**config.mk**
```make
export PLATFORM = sky130hd
export DESIGN_NAME = arb_proto_monitor
export DESIGN_NICKNAME = d
export VERILOG_FILES = /design/src/rtl/arbmon_pkg.sv /design/src/rtl/arbmon_port_track.sv /design/src/rtl/arbmon_grant_scan.sv /design/src/rtl/arbmon_cause_sel.sv /design/src/rtl/arb_proto_monitor.sv
export SDC_FILE = /design/constraint.sdc
export NUM_CORES = 1
export LEC_CHECK = 0
export BUFFER_PORTS_ARGS = -buffer_cell sky130_fd_sc_hd__buf_2
export CORE_AREA = 5 5 66 68
export DETAILED_ROUTE_END_ITERATION = 10
export DIE_AREA = 0 0 71 73
export PLACE_DENSITY = 0.76
export SETUP_SLACK_MARGIN = 0.4
export SLEW_MARGIN = 25
export SYNTH_ARGS = -nofsm -noshare
export SYNTH_HDL_FRONTEND = slang
export SYNTH_HIERARCHICAL = 1
export SYNTH_SLANG_ARGS = --single-unit
```
**constraint.sdc**
```tcl
create_clock -name clk -period 7.1 [get_ports clk]
set_clock_uncertainty 0.2 [all_clocks]
set_input_delay 0.355 -clock clk [delete_from_list [all_inputs] [get_ports clk]]
set_output_delay 0.355 -clock clk [all_outputs]
set_load 0.01 [all_outputs]
```
**src/rtl/arbmon_pkg.sv**
```systemverilog
package arbmon_pkg;
  localparam int NUM_CLASSES = 4;

  typedef enum logic [1:0] {
    PS_IDLE = 2'd0,
    PS_WAIT = 2'd1,
    PS_HOLD = 2'd2
  } port_state_t;

  typedef enum logic [2:0] {
    CAUSE_NONE   = 3'd0,
    CAUSE_MUTEX  = 3'd1,
    CAUSE_WASTE  = 3'd2,
    CAUSE_STARVE = 3'd3,
    CAUSE_PROTO  = 3'd4
  } cause_t;
endpackage

```
**src/rtl/arbmon_port_track.sv**
```systemverilog
module arbmon_port_track
  import arbmon_pkg::*;
#(
  parameter int STARVE_LIMIT = 10,
  parameter int CNT_W        = 4
) (
  input  logic clk,
  input  logic rst,
  input  logic req,
  input  logic gnt,
  input  logic ack,
  input  logic any_hold,
  output logic hold,
  output logic proto_err,
  output logic waste_err,
  output logic starve_err
);
  localparam logic [CNT_W-1:0] LIMIT_V = CNT_W'(STARVE_LIMIT);

  port_state_t      st_q, st_d;
  logic [CNT_W-1:0] wait_q;
  logic             gnt_q, ack_q;
  logic             waiting;
  logic             ack_stray, ack_long, gnt_long, gnt_busy, req_drop;

  assign hold    = (st_q == PS_HOLD);
  assign waiting = req && !gnt && !hold;

  always_comb begin
    st_d = st_q;
    unique case (st_q)
      PS_IDLE: begin
        if (gnt)      st_d = PS_HOLD;
        else if (req) st_d = PS_WAIT;
      end
      PS_WAIT: begin
        if (gnt)       st_d = PS_HOLD;
        else if (!req) st_d = PS_IDLE;
      end
      PS_HOLD: begin
        if (ack) st_d = PS_IDLE;
      end
      default: st_d = PS_IDLE;
    endcase
  end

  assign ack_stray  = ack && !hold;
  assign ack_long   = ack && ack_q;
  assign gnt_long   = gnt && gnt_q;
  assign gnt_busy   = gnt && any_hold;
  assign req_drop   = (st_q == PS_WAIT) && !req && !gnt;
  assign proto_err  = ack_stray || ack_long || gnt_long || gnt_busy || req_drop;
  assign waste_err  = gnt && !req;
  assign starve_err = waiting && (wait_q == LIMIT_V);

  always_ff @(posedge clk) begin
    gnt_q <= gnt;
    ack_q <= ack;
    if (rst) begin
      st_q   <= PS_IDLE;
      wait_q <= '0;
    end else begin
      st_q <= st_d;
      if (gnt)
        wait_q <= '0;
      else if (waiting && (wait_q <= LIMIT_V))
        wait_q <= wait_q + 1'b1;
    end
  end
endmodule

```
**src/rtl/arbmon_grant_scan.sv**
```systemverilog
module arbmon_grant_scan #(
  parameter int N_PORTS = 4,
  parameter int PORT_W  = 2
) (
  input  logic [N_PORTS-1:0] gnt,
  output logic               multi,
  output logic [PORT_W-1:0]  first
);
  localparam int SUM_W = $clog2(N_PORTS + 1);

  logic [SUM_W-1:0] total;

  always_comb begin
    total = '0;
    first = '0;
    for (int i = N_PORTS - 1; i >= 0; i--) begin
      total = total + SUM_W'(gnt[i]);
      if (gnt[i]) first = PORT_W'(i);
    end
  end

  assign multi = (total > SUM_W'(1));
endmodule

```
**src/rtl/arbmon_cause_sel.sv**
```systemverilog
module arbmon_cause_sel
  import arbmon_pkg::*;
#(
  parameter int N_PORTS = 4,
  parameter int PORT_W  = 2
) (
  input  logic               mutex_hit,
  input  logic [PORT_W-1:0]  mutex_port,
  input  logic [N_PORTS-1:0] waste_vec,
  input  logic [N_PORTS-1:0] starve_vec,
  input  logic [N_PORTS-1:0] proto_vec,
  output cause_t             cause,
  output logic [PORT_W-1:0]  port
);
  function automatic logic [PORT_W-1:0] lowest(input logic [N_PORTS-1:0] v);
    logic [PORT_W-1:0] r;
    r = '0;
    for (int i = N_PORTS - 1; i >= 0; i--)
      if (v[i]) r = PORT_W'(i);
    return r;
  endfunction

  always_comb begin
    cause = CAUSE_NONE;
    port  = '0;
    if (mutex_hit) begin
      cause = CAUSE_MUTEX;
      port  = mutex_port;
    end else if (|waste_vec) begin
      cause = CAUSE_WASTE;
      port  = lowest(waste_vec);
    end else if (|starve_vec) begin
      cause = CAUSE_STARVE;
      port  = lowest(starve_vec);
    end else if (|proto_vec) begin
      cause = CAUSE_PROTO;
      port  = lowest(proto_vec);
    end
  end
endmodule

```
**src/rtl/arb_proto_monitor.sv**
```systemverilog
module arb_proto_monitor
  import arbmon_pkg::*;
#(
  parameter int N_PORTS      = 4,
  parameter int STARVE_LIMIT = 10
) (
  input  logic                         clk,
  input  logic                         rst,
  input  logic [N_PORTS-1:0]           req,
  input  logic [N_PORTS-1:0]           gnt,
  input  logic [N_PORTS-1:0]           ack,
  output logic [NUM_CLASSES-1:0]       err_sticky,
  output logic                         err_pulse,
  output logic [2:0]                   err_code,
  output logic [$clog2(N_PORTS)-1:0]   err_port
);
  localparam int PORT_W = $clog2(N_PORTS);
  localparam int CNT_W  = $clog2(STARVE_LIMIT + 2);

  logic [N_PORTS-1:0] hold_vec, proto_vec, waste_vec, starve_vec;
  logic               any_hold;
  logic               mutex_hit;
  logic [PORT_W-1:0]  mutex_port, sel_port;
  cause_t             sel_cause;

  assign any_hold = |hold_vec;

  for (genvar p = 0; p < N_PORTS; p++) begin : g_port
    arbmon_port_track #(
      .STARVE_LIMIT(STARVE_LIMIT),
      .CNT_W       (CNT_W)
    ) u_track (
      .clk       (clk),
      .rst       (rst),
      .req       (req[p]),
      .gnt       (gnt[p]),
      .ack       (ack[p]),
      .any_hold  (any_hold),
      .hold      (hold_vec[p]),
      .proto_err (proto_vec[p]),
      .waste_err (waste_vec[p]),
      .starve_err(starve_vec[p])
    );
  end

  arbmon_grant_scan #(
    .N_PORTS(N_PORTS),
    .PORT_W (PORT_W)
  ) u_scan (
    .gnt  (gnt),
    .multi(mutex_hit),
    .first(mutex_port)
  );

  arbmon_cause_sel #(
    .N_PORTS(N_PORTS),
    .PORT_W (PORT_W)
  ) u_sel (
    .mutex_hit (mutex_hit),
    .mutex_port(mutex_port),
    .waste_vec (waste_vec),
    .starve_vec(starve_vec),
    .proto_vec (proto_vec),
    .cause     (sel_cause),
    .port      (sel_port)
  );

  always_ff @(posedge clk) begin
    if (rst) begin
      err_sticky <= '0;
      err_pulse  <= 1'b0;
      err_code   <= 3'd0;
      err_port   <= '0;
    end else begin
      err_sticky <= err_sticky | {|proto_vec, |starve_vec, |waste_vec, mutex_hit};
      err_pulse  <= (sel_cause != CAUSE_NONE);
      err_code   <= sel_cause;
      err_port   <= sel_port;
    end
  end
endmodule

```
== Word-level counts from Yosys, hierarchy flattened ==
Index checks and enable logic that the tools add are counted.
Storage, ports and cells
  register bits after elaboration: 42
  word-level logic and storage cells: 194
  output and inout bits: 10
Cells by class
  reductions and logical operators: 89
  multiplexer cells: 48
  bitwise gates (word level): 1
  add/sub/neg operators: 7
  magnitude comparators: 5
  eq/ne operators: 24
Operators with widths (number)
  2-bit 2-to-1 mux: 40
  1-bit logical AND: 44
  3-bit inequality test, second input constant: 8
  2-bit case mux with 3 select lines: 4
  4-bit by 1-bit adder with 4-bit output, second input constant: 4
  4-bit equality test, second input constant: 4
  4-bit less-or-equal comparator, second input constant: 4
  1-bit logical OR: 16
  4-bit OR reduction: 4
  1-bit zero test: 12
  3-bit 2-to-1 mux: 4
  3-bit AND reduction: 4
  2-bit by 1-bit equality test with 1-bit output, second input constant: 4
  2-bit equality test, second input constant: 4
  2-bit zero test: 4
  2-bit inequality test, second input constant: 4
  2-bit OR reduction: 4
  3-bit by 1-bit adder with 3-bit output: 2
  4-bit OR: 1
  3-bit by 1-bit greater-than comparator with 1-bit output, second input constant: 1
  3-bit nonzero test: 1
  1-bit by 1-bit adder with 2-bit output: 1

== Longest topological paths before layout ==
  word-level depth: 15
  mapped depth: 10
  depth with buffers taken out: 10

== Cells and area by module ==
Netlist, hierarchy kept.
By module, submodules not included
  arbmon_port_track: cells each 43, instances 4, seq. area each 160.2 um^2, area an instance 397.9 um^2
  arb_proto_monitor: cells each 30, instances 1, seq. area each 200.2 um^2, area an instance 300.3 um^2
  arbmon_cause_sel: cells each 27, instances 1, seq. area each 0.0 um^2, area an instance 150.1 um^2
  arbmon_grant_scan: cells each 9, instances 1, seq. area each 0.0 um^2, area an instance 67.6 um^2

== Least setup slack after synthesis ==
Ideal clock, no wire load.
  path kind: flip-flop to flip-flop
  from: register g_port[1].u_track.st_q[0]
  to: register err_port[1]
  arrival: 2120 ps
  period minus slack after synthesis: 2387 ps
  path buffers: 0
  stages on the path, launching flop included: 11
  setup slack: 4713 ps
  path through: dfxtp_1 -> nand2b_2 -> inv_2 -> or4_1 -> o21ai_0 -> nand3_1 -> nor2_2 -> o21ai_1 -> a2111oi_1 -> a221o_1 -> nor2b_1
RTL lines
  start: declaration: RTL line arbmon_port_track.sv:20  | port_state_t st_q, st_d;
  start signal: assignment: RTL line arbmon_port_track.sv:63  | st_q <= st_d;
  2-bit equality test (*): RTL line arbmon_port_track.sv:26  | assign hold = (st_q == PS_HOLD);
  named net hold_vec[1]: RTL line arb_proto_monitor.sv:20  | logic [N_PORTS-1:0] hold_vec, proto_vec, waste_vec, starve_vec;
  4-bit OR reduction (*): RTL line arb_proto_monitor.sv:26  | assign any_hold = |hold_vec;
  named net any_hold: RTL line arb_proto_monitor.sv:21  | logic any_hold;
  1-bit logical AND (*): RTL line arbmon_port_track.sv:50  | assign gnt_busy = gnt && any_hold;
  1-bit logical OR (*) (2 in series): RTL line arbmon_port_track.sv:52  | assign proto_err = ack_stray || ack_long || gnt_long || gnt_busy || req_drop;
  named net proto_vec[1]: RTL line arb_proto_monitor.sv:20
  2-bit 2-to-1 mux (2 in series): RTL line arbmon_cause_sel.sv:19  | if (v[i]) r = PORT_W'(i);
  2-bit 2-to-1 mux (*): RTL line arbmon_cause_sel.sv:35  | end else if (|proto_vec) begin
  2-bit 2-to-1 mux (*): RTL line arbmon_cause_sel.sv:32  | end else if (|starve_vec) begin
  2-bit 2-to-1 mux (*): RTL line arbmon_cause_sel.sv:29  | end else if (|waste_vec) begin
  2-bit 2-to-1 mux (*): RTL line arbmon_cause_sel.sv:26  | if (mutex_hit) begin
  named net sel_port[1]: RTL line arb_proto_monitor.sv:23  | logic [PORT_W-1:0] mutex_port, sel_port;
  end signal: assignment: RTL line arb_proto_monitor.sv:78  | err_port <= sel_port;
  end: declaration: RTL line arb_proto_monitor.sv:15  | output logic [$clog2(N_PORTS)-1:0] err_port
Mark *: on every way through the listed nets, which the timed path passes. The rest lies on a longest branch.
A chain may end at the register's enable or synchronous reset.

== Worst setup path in the final report ==
Ends and elaborated chain as after synthesis.

==> impl_metrics.tcl <==
set metrics [dict create \
    grt_usage 0.158 \
    hold_viol_final 0 \
    die_height_um 73 \
    synth.most_common_cell "dfxtp_1" \
    synthTopCellsByCount "dfxtp_1 (42), nor2_1 (31), inv_1 (15)" \
    cts_max_level 2 \
    async_flop_share 0 \
    final-seq-area_um2 841 \
    whs_ps 84.0 \
    globalplace.congestion 0.895 \
    drt_iter0_drc 103 \
    end_kind "flip-flop" \
    start_util 0.555 \
    dp_cells 305 \
    cp_max_fo 4 \
    grt_pass1_wl_mm 6.50 \
    ys_warn_count 6 \
    critPathLaunchType "flip-flop" \
    maxCapViolCount 0 \
    io-pin-count 24 \
    avgRoutedWirePerCell_um 12.1 \
    areaGrowthSynthToFinish_pct 12.2 \
    outcome "complete, no violations" \
    fin_nets 289 \
    drive_above_1_share 0.199 \
    vias_per_cell 5.40 \
    post_cts_buffers 0 \
    cts_root_buf "clkbuf_8" \
    synth_top_area_frac 0.399 \
    cts_tree "done" \
    worst_hold_path_type "primary input to flip-flop" \
    finalSetupViolCount 0 \
    cts_buffers 5 \
    cp.required_ps 7130 \
    avgSynthCellArea_um2 8.86 \
    post_synth_inst_count 238 \
    synth_seq_cells 42 \
    totalNegativeSetupSlack_ps 0 \
    fin_util 0.623 \
    synth-main-ff-cell "dfxtp_1" \
    core_um2 3800 \
    rsz0062_at_grt "no" \
    tightest_slew_ps 941 \
    grt_pass1_vias 1519 \
    dieArea_um2 5180 \
    ant_nets 0 \
    port_buffers 23 \
    fmax_mhz 378 \
    synth_area_leaders "dfxtp_1 (40%), nor2_1 (5.5%), ha_1 (4.7%)" \
    grt_antenna_before_repair 0 \
    num_vias 1713 \
    fin_cells 317 \
    fp-row-count 23 \
    drc 0 \
    routed_wl_mm 3.85 \
    yosysUniqueCellTypes 36 \
    clk_latency_ps 300 \
    clock-sinks 42 \
    multi_input_comb_area_um2 1140 \
    synth_fp_nets 261 \
    synth_edf_count 0 \
    worst_slack_ps 4460 \
    synth_seq_area_share 0.399 \
    grt-ovfl-total 0 \
    clk_pin_slew_ps 80 \
    arrival_ps 2680 \
    powerDensity_nw_per_um2 200 \
    synth_top_area_cell "dfxtp_1" \
    leakagePower_nw 1.00 \
    slew_viol_final 0 \
    grt_start_max_net_pins 19 \
    ir_worst_vdd_mv 0.129 \
    period_minus_slack_ps 2640 \
    relSlewSlack 0.366 \
    n_fill_cell 342 \
    post-route-period-util 0.372 \
    fp.dieW_um 71 \
    place_ws_ps 4340 \
    clockBufferDepth 2 \
    dp_hpwl_mm 2.88 \
    drtPass1Iterations 4 \
    antenna_cells 0 \
    syn_area_um2 2110 \
    path_class "flip-flop to flip-flop" \
]
-- layout by cell type, fill, tap and decap left out, types with 5 or more instances in the layout --
cell / netlist / layout
a21oi_1: 14 / 14
a31oi_1: 5 / 5
and4b_1: 8 / 8
buf_2: 0 / 23
clkbuf_8: 0 / 6
dfxtp_1: 42 / 42
ha_1: 8 / 8
inv_1: 15 / 15
nand2_1: 10 / 10
nand3_1: 12 / 12
nor2_1: 31 / 31
nor2b_1: 13 / 13
nor3_1: 6 / 6
nor3_2: 8 / 8
o21ai_0: 9 / 9
o21ai_1: 5 / 5
-- logic make-up (layout without fill, tap and decap cells) --
kind of cell | count (synthesis) | in the layout | share of synthesized area
compound gates | 49 | 49 | 0.150
flops | 42 | 42 | 0.399
fa+ha+maj | 9 | 9 | 0.0569
simple gates | 113 | 113 | 0.336
buf+inv | 25 | 54 | 0.0587
-- final cells by class --
type                    instances  share of cell area
clock inverters                 1             0.00212
multi-input cells             171               0.484
flip-flops and latches         42               0.355
well taps                      50              0.0264
clock buffers                   7              0.0365
repair buffers                 27              0.0656
inverters                      19              0.0301
-- timing repair --
action,4_1_cts,5_1_grt
hold buffers,4,0
hold endpoints to repair,4,0
resized for setup,0,0
-- sequential cells by signal, indices dropped and copies added, names as in the netlist --
register	count
err_sticky	4
g_port.u_track/wait_q	16
err_code	3
g_port.u_track/st_q	8
err_port	2
g_port.u_track/ack_q	4
g_port.u_track/gnt_q	4
err_pulse	1
-- routing by layer --
layer,wire (µm),track usage,part of all wire
met3,217,0.0565,0.056
met1,1780,0.188,0.46
met5,0,0,0
met2,1770,0.261,0.46
met4,72,0.0647,0.019
-- final timing paths --
path | start | end | slack, ps | cells after the start
max | g_port[1].u_track/st_q[0]$_SDFFE_PP0P_ | err_port[1]$_SDFF_PP0_ | 4460 | 10
min | gnt[2] | g_port[2].u_track/gnt_q$_DFF_P_ | 80 | 1
max reg2reg | g_port[1].u_track/st_q[0]$_SDFFE_PP0P_ | err_port[1]$_SDFF_PP0_ | 4460 | 10
min reg2reg | g_port[2].u_track/st_q[1]$_SDFFE_PP0P_ | g_port[2].u_track/st_q[0]$_SDFFE_PP0P_ | 270 | 1
-- stage by stage --
| stage | power (mW) | area, µm² |
|---|---|---|
| 2_1_floorplan | 0.302 | 2110 |
| 3_3_place_gp | 0.318 | 2230 |
| 3_5_place_dp | 0.320 | 2230 |
| 4_1_cts | 0.478 | 2370 |
| 5_1_grt | 0.498 | 2370 |
| 6_report | 0.473 | 2370 |
-- critical path, stage by stage, from the launching register on --
cell and delay, ps:
dfxtp_1 330, nand2b_2 140, inv_2 50, or4_1 570
o21ai_0 200, nand3_1 160, nor2_2 160, o21ai_1 90
a2111oi_1 400, a221o_1 190, nor2b_1 110
-- where the power goes --
| part | total (mW) | internal [mW] | switching [mW] |
|---|---|---|---|
| clock | 0.157 | 0.0784 | 0.0789 |
| combinational | 0.0645 | 0.0266 | 0.0378 |
| sequential | 0.251 | 0.246 | 0.00531 |
Power figures use the tool's default switching activity.
